<file path="config.mk">
export PLATFORM = sky130hd
export DESIGN_NAME = dchain_rd_eng
export DESIGN_NICKNAME = d
export VERILOG_FILES = /design/src/rtl/dchain_pkg.sv /design/src/rtl/dchain_ctl_dec.sv /design/src/rtl/dchain_byte_pick.sv /design/src/rtl/dchain_rd_eng.sv
export SDC_FILE = /design/constraint.sdc
export NUM_CORES = 1
export LEC_CHECK = 0
export CAP_MARGIN = 20
export CELL_PAD_IN_SITES_DETAIL_PLACEMENT = 1
export CELL_PAD_IN_SITES_GLOBAL_PLACEMENT = 1
export CORE_MARGIN = 3
export CORE_UTILIZATION = 40
export DETAILED_ROUTE_END_ITERATION = 6
export HOLD_SLACK_MARGIN = 0.03
export PLACE_DENSITY = 0.83
export REMOVE_ABC_BUFFERS = 1
export SLEW_MARGIN = 0
export SYNTH_ARGS = -nofsm -noshare
export SYNTH_HDL_FRONTEND = slang
export SYNTH_SLANG_ARGS = --single-unit
</file>
<file path="constraint.sdc">
create_clock -name clk -period 6.9 [get_ports clk]
set_clock_uncertainty 0.2 [all_clocks]
set_input_delay 1.38 -clock clk [delete_from_list [all_inputs] [get_ports clk]]
set_output_delay 1.38 -clock clk [all_outputs]
set_load 0.01 [all_outputs]
</file>
<file path="src/rtl/dchain_pkg.sv">
package dchain_pkg;

    localparam int WORD_W   = 32;
    localparam int BYTE_W   = 8;
    localparam int LEN_W    = 12;
    localparam int LEN_LSB  = 12;
    localparam int BIT_EOF  = 30;
    localparam int BIT_OWN  = 31;
    localparam logic [WORD_W-1:0] OWN_MASK = WORD_W'(1) << BIT_OWN;

    typedef enum logic [2:0] {
        S_IDLE,
        S_CTL,
        S_BUF,
        S_NXT,
        S_DATA,
        S_PUSH,
        S_WB
    } eng_st_e;

    typedef struct packed {
        logic [LEN_W-1:0] len;
        logic             eof;
    } ctl_f_t;

endpackage

</file>
<file path="src/rtl/dchain_ctl_dec.sv">
module dchain_ctl_dec
    import dchain_pkg::*;
(
    input  logic [WORD_W-1:0] ctl_word,
    output ctl_f_t            fields
);

    always_comb begin
        fields.len = ctl_word[LEN_LSB +: LEN_W];
        fields.eof = ctl_word[BIT_EOF];
    end

endmodule

</file>
<file path="src/rtl/dchain_byte_pick.sv">
module dchain_byte_pick #(
    parameter int WORD_W = 32,
    parameter int BYTE_W = 8
) (
    input  logic [WORD_W-1:0]                  word_i,
    input  logic [$clog2(WORD_W/BYTE_W)-1:0]   idx_i,
    output logic [BYTE_W-1:0]                  byte_o
);

    localparam int LANES = WORD_W / BYTE_W;

    logic [BYTE_W-1:0] lane [LANES];

    for (genvar g = 0; g < LANES; g++) begin : g_lane
        assign lane[g] = word_i[g*BYTE_W +: BYTE_W];
    end

    assign byte_o = lane[idx_i];

endmodule

</file>
<file path="src/rtl/dchain_rd_eng.sv">
module dchain_rd_eng
    import dchain_pkg::*;
#(
    parameter int ADDR_W = 32
) (
    input  logic              clk,
    input  logic              rst_n,
    input  logic [ADDR_W-1:0] cfg_base,
    input  logic              cfg_owner_chk,
    input  logic              cfg_auto_wb,
    input  logic              cmd_start,
    input  logic              cmd_stop,
    input  logic              cmd_restart,
    output logic              mem_req,
    output logic              mem_we,
    output logic [ADDR_W-1:0] mem_addr,
    output logic [31:0]       mem_wdata,
    input  logic              mem_ack,
    input  logic [31:0]       mem_rdata,
    output logic              out_valid,
    output logic [7:0]        out_data,
    output logic              out_last,
    input  logic              out_ready,
    output logic              busy,
    output logic [ADDR_W-1:0] eof_desc_addr,
    output logic              evt_done,
    output logic              evt_eof,
    output logic              evt_dscr_err,
    output logic              evt_total_eof
);

    localparam int LANES = WORD_W / BYTE_W;
    localparam int IDX_W = $clog2(LANES);
    localparam logic [ADDR_W-1:0] OFS_BUF = ADDR_W'(LANES);
    localparam logic [ADDR_W-1:0] OFS_NXT = ADDR_W'(2 * LANES);
    localparam logic [ADDR_W-1:0] STEP    = ADDR_W'(LANES);
    localparam logic [ADDR_W-1:0] ALIGN_M = ADDR_W'(LANES - 1);

    typedef struct packed {
        eng_st_e           st;
        logic [ADDR_W-1:0] cur;
        logic [ADDR_W-1:0] bptr;
        logic [ADDR_W-1:0] nxt;
        logic [ADDR_W-1:0] addr;
        logic [ADDR_W-1:0] eof_addr;
        logic [WORD_W-1:0] ctl;
        logic [WORD_W-1:0] word;
        logic [WORD_W-1:0] wdata;
        logic [LEN_W-1:0]  rem;
        logic [IDX_W-1:0]  bidx;
        logic              req;
        logic              we;
        logic              ov;
        logic              stop_pend;
        logic              e_done;
        logic              e_eof;
        logic              e_err;
        logic              e_tot;
    } state_t;

    state_t q, d;
    ctl_f_t cf;
    logic   ack_hit, halt, finish, complete, abort;

    dchain_ctl_dec u_ctl_dec (
        .ctl_word (q.ctl),
        .fields   (cf)
    );

    dchain_byte_pick #(
        .WORD_W (WORD_W),
        .BYTE_W (BYTE_W)
    ) u_byte_pick (
        .word_i (q.word),
        .idx_i  (q.bidx),
        .byte_o (out_data)
    );

    always_comb begin
        d          = q;
        d.e_done   = 1'b0;
        d.e_eof    = 1'b0;
        d.e_err    = 1'b0;
        d.e_tot    = 1'b0;
        ack_hit    = q.req & mem_ack;
        halt       = q.stop_pend | cmd_stop;
        finish     = 1'b0;
        complete   = 1'b0;
        abort      = 1'b0;

        if (ack_hit) d.req = 1'b0;
        if (q.req && !mem_ack && cmd_stop) d.stop_pend = 1'b1;

        unique case (q.st)
            S_IDLE: begin
                if (cmd_start) begin
                    d.cur       = cfg_base;
                    d.req       = 1'b1;
                    d.we        = 1'b0;
                    d.addr      = cfg_base;
                    d.stop_pend = 1'b0;
                    d.st        = S_CTL;
                end else if (cmd_restart && q.cur != '0) begin
                    d.req  = 1'b1;
                    d.we   = 1'b0;
                    d.addr = q.cur;
                    d.st   = S_CTL;
                end
            end
            S_CTL: begin
                if (ack_hit) begin
                    if (halt) begin
                        abort = 1'b1;
                    end else begin
                        d.ctl = mem_rdata;
                        if (cfg_owner_chk && !mem_rdata[BIT_OWN]) begin
                            d.e_err = 1'b1;
                            d.st    = S_IDLE;
                        end else begin
                            d.req  = 1'b1;
                            d.we   = 1'b0;
                            d.addr = q.cur + OFS_BUF;
                            d.st   = S_BUF;
                        end
                    end
                end
            end
            S_BUF: begin
                if (ack_hit) begin
                    if (halt) begin
                        abort = 1'b1;
                    end else begin
                        d.bptr = mem_rdata[ADDR_W-1:0] & ~ALIGN_M;
                        d.req  = 1'b1;
                        d.we   = 1'b0;
                        d.addr = q.cur + OFS_NXT;
                        d.st   = S_NXT;
                    end
                end
            end
            S_NXT: begin
                if (ack_hit) begin
                    if (halt) begin
                        abort = 1'b1;
                    end else begin
                        d.nxt = mem_rdata[ADDR_W-1:0];
                        d.rem = cf.len;
                        if (cf.len == '0) begin
                            finish = 1'b1;
                        end else begin
                            d.req  = 1'b1;
                            d.we   = 1'b0;
                            d.addr = q.bptr;
                            d.st   = S_DATA;
                        end
                    end
                end
            end
            S_DATA: begin
                if (ack_hit) begin
                    if (halt) begin
                        abort = 1'b1;
                    end else begin
                        d.word = mem_rdata;
                        d.bidx = '0;
                        d.bptr = q.bptr + STEP;
                        d.ov   = 1'b1;
                        d.st   = S_PUSH;
                    end
                end
            end
            S_PUSH: begin
                if (cmd_stop) begin
                    abort = 1'b1;
                end else if (out_ready) begin
                    d.rem = q.rem - LEN_W'(1);
                    if (q.rem == LEN_W'(1)) begin
                        d.ov   = 1'b0;
                        finish = 1'b1;
                    end else if (q.bidx == IDX_W'(LANES - 1)) begin
                        d.ov   = 1'b0;
                        d.req  = 1'b1;
                        d.we   = 1'b0;
                        d.addr = q.bptr;
                        d.st   = S_DATA;
                    end else begin
                        d.bidx = q.bidx + IDX_W'(1);
                    end
                end
            end
            S_WB: begin
                if (ack_hit) begin
                    if (halt) abort = 1'b1;
                    else      complete = 1'b1;
                end
            end
            default: d.st = S_IDLE;
        endcase

        if (finish) begin
            if (cfg_auto_wb) begin
                d.req   = 1'b1;
                d.we    = 1'b1;
                d.addr  = q.cur;
                d.wdata = q.ctl & ~OWN_MASK;
                d.st    = S_WB;
            end else begin
                complete = 1'b1;
            end
        end

        if (complete) begin
            d.e_done = 1'b1;
            if (cf.eof) begin
                d.eof_addr = q.cur;
                d.e_eof    = 1'b1;
                d.e_tot    = (d.nxt == '0);
            end
            d.cur = d.nxt;
            if (d.nxt == '0) begin
                d.st = S_IDLE;
            end else begin
                d.req  = 1'b1;
                d.we   = 1'b0;
                d.addr = d.nxt;
                d.st   = S_CTL;
            end
        end

        if (abort) begin
            d.st        = S_IDLE;
            d.req       = 1'b0;
            d.ov        = 1'b0;
            d.stop_pend = 1'b0;
        end
    end

    always_ff @(posedge clk or negedge rst_n) begin
        if (!rst_n) q <= '0;
        else        q <= d;
    end

    assign mem_req       = q.req;
    assign mem_we        = q.we;
    assign mem_addr      = q.addr;
    assign mem_wdata     = q.wdata;
    assign out_valid     = q.ov;
    assign out_last      = q.ov && cf.eof && (q.rem == LEN_W'(1));
    assign busy          = (q.st != S_IDLE);
    assign eof_desc_addr = q.eof_addr;
    assign evt_done      = q.e_done;
    assign evt_eof       = q.e_eof;
    assign evt_dscr_err  = q.e_err;
    assign evt_total_eof = q.e_tot;

    // a request keeps its address and direction until acknowledged
    a_r2_req_hold: assert property (@(posedge clk) disable iff (!rst_n)
        mem_req && !mem_ack |=> mem_req && $stable(mem_addr) && $stable(mem_we));

    // a stalled stream byte does not change
    a_r12_out_hold: assert property (@(posedge clk) disable iff (!rst_n)
        out_valid && !out_ready && !cmd_stop |=> out_valid && $stable(out_data) && $stable(out_last));

    // every write hands the descriptor back to software
    a_r6_wb_clears_owner: assert property (@(posedge clk) disable iff (!rst_n)
        mem_req && mem_we |-> !mem_wdata[BIT_OWN]);

    // list end only comes with a frame end
    a_r7_total_needs_eof: assert property (@(posedge clk) disable iff (!rst_n)
        evt_total_eof |-> evt_eof);

    // frame end only comes with a finished descriptor
    a_r8_eof_with_done: assert property (@(posedge clk) disable iff (!rst_n)
        evt_eof |-> evt_done);

    // a rejected descriptor never also completes
    a_r5_err_excl: assert property (@(posedge clk) disable iff (!rst_n)
        evt_dscr_err |-> !evt_done && !out_valid);

    // stop with nothing outstanding idles at once
    a_r11_stop_idle: assert property (@(posedge clk) disable iff (!rst_n)
        cmd_stop && busy && !mem_req |=> !busy);

    // an idle engine is quiet on both sides
    a_r1_idle_quiet: assert property (@(posedge clk) disable iff (!rst_n)
        !busy |-> !mem_req && !out_valid);

endmodule

</file>
Yosys cells after proc, flatten, opt, wreduce, memory -nomap -nowiden
Cells that the tools add are included.
- bits in registers: 279
- latch bits: 0
- RAM bits: 0
- bits in read-only memories: 0
- output and inout port bits: 113
- memories kept: 0
- add/sub/neg operators: 5
- multiply operators: 0
- divide/modulo/power cells: 0
- order comparisons: 1
- equality and inequality tests: 23
- shifts and indexed selects: 0
- muxes and demuxes: 117
- bitwise gates (word level): 4
- reduce and logical (&&, ||, !) cells: 29
- operators by type and width (operator ; number):
    $mux 32 ; 23
    $mux 64 ; 3
    $pmux 32 s5 ; 1
    $mux 3 ; 23
    $add 32x3->32 const B ; 2
    $pmux 32 s2 ; 1
    $mux 2 ; 20
    $mux 35 ; 1
    $mux 17 ; 2
    $add 32x4->32 const B ; 1
    $logic_not 32->1 ; 1
    $reduce_bool 32->1 ; 1
    $mux 1 ; 30
    $mux 12 ; 2
    $pmux 12 s2 ; 1
    $pmux 3 s7 ; 1
    $ne 2x2->1 const B ; 10
    $bmux 8 s2 ; 1
    $mux 8 ; 2
    $eq 12x1->1 const B ; 1
    $logic_not 12->1 ; 1
    $ne 3x3->1 const B ; 4
    $sub 12x1->12 const B ; 1
    $pmux 2 s5 ; 1
    25 further kinds ; 45

Depth between registers and ports, before layout
- word-level depth: 16
- depth in mapped cells: 12
- gate-level depth less buffers: 9

Cells and area by module
Synthesis repeated with hierarchy kept, for this count alone.
- cell total of the unflattened synthesis: 1633
- area, all modules: 15019.4 sq um
- by module, submodules not included (module ; times used ; cells each ; area an instance (sq um)):
    dchain_rd_eng ; 1 ; 1610 ; 14725.4
    dchain_byte_pick ; 1 ; 10 ; 196.4
    dchain_ctl_dec ; 1 ; 13 ; 97.6

Least setup slack after synthesis
No wires, ideal clock.
- path kind: input-to-reg
- from: in mem_ack
- to: reg q, in the netlist mem_addr[24]
- arrival: 3.046 ns
- data required time: 6.573 ns
- path slack: 3.527 ns
- cell stages on the path: 8
- path buffers: 2
- cells stage by stage: nor4bb_4 -> buf_2 -> and3_1 -> a22o_1 -> buf_2 -> or4_1 -> a221oi_1 -> nor2_1
- RTL lines (what ; RTL line ; source):
    from (decl) ; dchain_rd_eng.sv:18 ; input logic mem_ack,
    to (signal assigned) ; dchain_rd_eng.sv:239 ; if (!rst_n) q <= '0;
    to (signal assigned) ; dchain_rd_eng.sv:240 ; else q <= d;
    to (decl) ; dchain_rd_eng.sv:61 ; state_t q, d;

Worst setup path in the final report
- from: in mem_ack
- to: reg q, in the netlist eof_desc_addr[11]
- longest elaborated chain between the ends: 6
- elaborated cells between the ends (all ways): 8
- classes of those cells: mux: 6; bitwise: 1; reduce/logical: 1
- ends and longest elaborated chain (what ; RTL line ; source):
    $and 1x1->1 (*) ; dchain_rd_eng.sv:85 ; ack_hit = q.req & mem_ack;
    $mux 1 ; dchain_rd_eng.sv:192 ; if (ack_hit) begin
    $mux 1 ; dchain_rd_eng.sv:94 ; unique case (q.st)
    $mux 1 ; dchain_rd_eng.sv:201 ; if (cfg_auto_wb) begin
    $mux 1 (*) ; dchain_rd_eng.sv:200 ; if (finish) begin
    $reduce_and 2->1 (no line) (*) ; -- ;
Every way passes the cells marked *; elsewhere a longest branch is shown, timed or not.
A chain may end at the register's enable or synchronous reset.

==> reports/results.txt <==
RSZ-0062 raised after global routing -> false
final wirelength -> 54.1 mm
MaxCap Viol Count -> 0
vias in the first global route -> 13.9k
CTS tree -> done
routability cong. -> 0.947
Die ar. -> 39400 um^2
Synthesis Warnings -> 0
Filler cells -> 3994
VDD IR max -> 0.223 mV
total grt overflow -> 0
total track usage -> 27.2%
root buf cell -> clkbuf_16
synthesized area per cell -> 9.45 um^2
DRC viols -> 0
DP HPWL -> 37.5 mm
period utilisation layout -> 68.6%
required time of the critical path -> 7.16 ns
Worst-path clk slew -> 0.06 ns
number of DRC markers in iteration 0 -> 1348
slew at the pin closest to its max-slew limit -> 1.10 ns
Post-CTS Setup Repair Bufs -> 0
CP Max Fanout -> 34
sequential area share after synthesis -> 46.7%
clk_lat worst skew -> 0.58 ns
Finish-stage setup viols -> 0
Yosys top cell by area -> dfrtp_1
Chip Width -> 199 um
core area -> 36100 um^2
post-route ant nets -> 0
routed length per placed instance -> 25.9 um
top cells by area, synth -> dfrtp_1 (47%), nand2_1 (8.6%), mux2_2 (7.2%)
Max Freq -> 211 MHz
Period minus WS final -> 4.73 ns
antenna violations before repair -> 2
slew margin rel. -> 26.6%
Post-synth EDFFs -> 0
leakage power -> 7.71 nW
Sum Neg Setup Slack -> 0 ns
ys flop type -> dfrtp_1
pin count of the biggest net entering global routing -> 166
site row count -> 69
synth cell count leaders -> nand2_1 (339), dfrtp_1 (277), buf_4 (104)
Async SR Flop Fraction -> 100%
Final Hold Viols -> 0
CTS Hold Bufs -> 0
crit path launch type -> input port
post-cts repair resize count -> 0
Die Span Y -> 199 um
post-synthesis cell type count -> 87
clock sink count -> 277
DR vias -> 13.1k
count leader, synth -> nand2_1
CP arrival -> 4.99 ns
Pre-Repair DR Iteration Count -> 5
cts bufs inserted -> 31
synthesized instance count -> 1570
max-slew violation count -> 0
Synth top area share -> 46.7%
Layout Nets -> 1682
vias per inst -> 6.28
# IOs -> 186
Area Overhead vs Synth -> 17.4%
critical path endpoint category -> register
Seq cells post-synth -> 277
htree depth -> 1
first-pass GRT wire length -> 83.2 mm
Cell Pwr Density -> 387 nW/um^2
fraction of layout cells with a size suffix above 1 -> 12.5%
Mapped Area -> 14800 um^2
Tot Pwr -> 6.74 mW
CP Class -> in2reg
maximum buffer depth of the clock tree -> 3
run status -> complete, no violations
Port Buf Inserts -> 184
Initial Util -> 41.1%
worst hold-check path type -> reg2reg
==> per-layer routing <==
layer | track usage (%) | vias up | part of all wire [%]
met5 | 0 | - | 0.031
met1 | 35.1 | 6634 | 40
li1 | - | 5630 | -
met4 | 12.1 | 2 | 4.9
met2 | 44.6 | 711 | 47
met3 | 5.15 | 145 | 8.0
==> path summary, 6_finish.rpt <==
path                         startpoint           endpoint  slack [ns]  depth (start not counted)
setup / recovery                mem_ack  eof_desc_addr[11]        2.17                          8
hold / removal             mem_wdata[3]       mem_wdata[3]        0.27                          2
setup reg to reg                mem_req  eof_desc_addr[11]        3.03                          7
hold reg to reg            mem_wdata[3]       mem_wdata[3]        0.27                          2
max in group asynchronous         rst_n  eof_desc_addr[21]        4.34                          2
min in group asynchronous         rst_n              q[21]        0.64                          1
==> power by group <==
| group | internal [mW] | switching [mW] |
|---|---|---|
| clock | 1.17 | 0.731 |
| sequential | 2.13 | 0.762 |
| combinational | 0.875 | 1.07 |
==> flip-flops by register name, indices dropped and copies added, names as in the netlist, 31 cells and up <==
signal,count
q,175
eof_desc_addr,32
mem_addr,32
mem_wdata,31
==> worst max-delay path: stages <==
cell and delay [ns]:
clkdlybuf4s50_1 0.56, nor4bb_4 0.72, nand2_1 0.18, o32ai_2 0.41, nor2_2 0.09, inv_2 0.37
and2_2 0.82, mux2_2 0.42
==> cell usage in the layout (no fill, tap or decap), types with 17 or more instances in the layout <==
master	n
nand2_1	339
dfrtp_1	277
clkdlybuf4s50_1	183
mux2_2	95
a21oi_1	70
o21ai_0	70
nor2_1	66
nand3_1	47
nor4_1	32
clkbuf_16	31
a22oi_1	29
nand4_1	23
a221oi_1	22
and3_1	21
inv_1	20
buf_4	19
o211ai_1	18
a31oi_1	17
==> cell families after synthesis <==
family | Yosys count | synth area share [%]
simple gates | 598 | 18.8
fa+ha+maj | 7 | 0.591
mux | 107 | 8.70
xor+xnor | 7 | 0.413
buf+inv | 226 | 8.67
flops | 277 | 46.7
other cells | 1 | 0.0253
compound gates | 347 | 16.0
==> layout make-up <==
type,instances,area [um^2],share of cell area [%]
repair buffers,204,2010,11.5
diodes,2,5.00,0.0288
well taps,461,577,3.31
inverters,21,78.8,0.453
clock buffers,34,787,4.52
clock inverters,23,384,2.21
multi-input cells,1067,6630,38.1
flip-flops and latches,277,6930,39.8
==> stage by stage <==
step                utilization (%)  hold slack [ns]  worst slack [ns]  std cells  instance area, um^2
floorplan                         -            0.240             0.295       1365                13600
global placement               45.0            0.249              1.85       2030                16200
detailed placement             45.0            0.255              1.64       2030                16200
CTS                            48.2            0.269              2.22       2087                17400
global route                   48.2            0.289              1.97       2088                17400
finish                         48.2            0.265              2.17       2089                17400
Power figures use the tool's default switching activity.
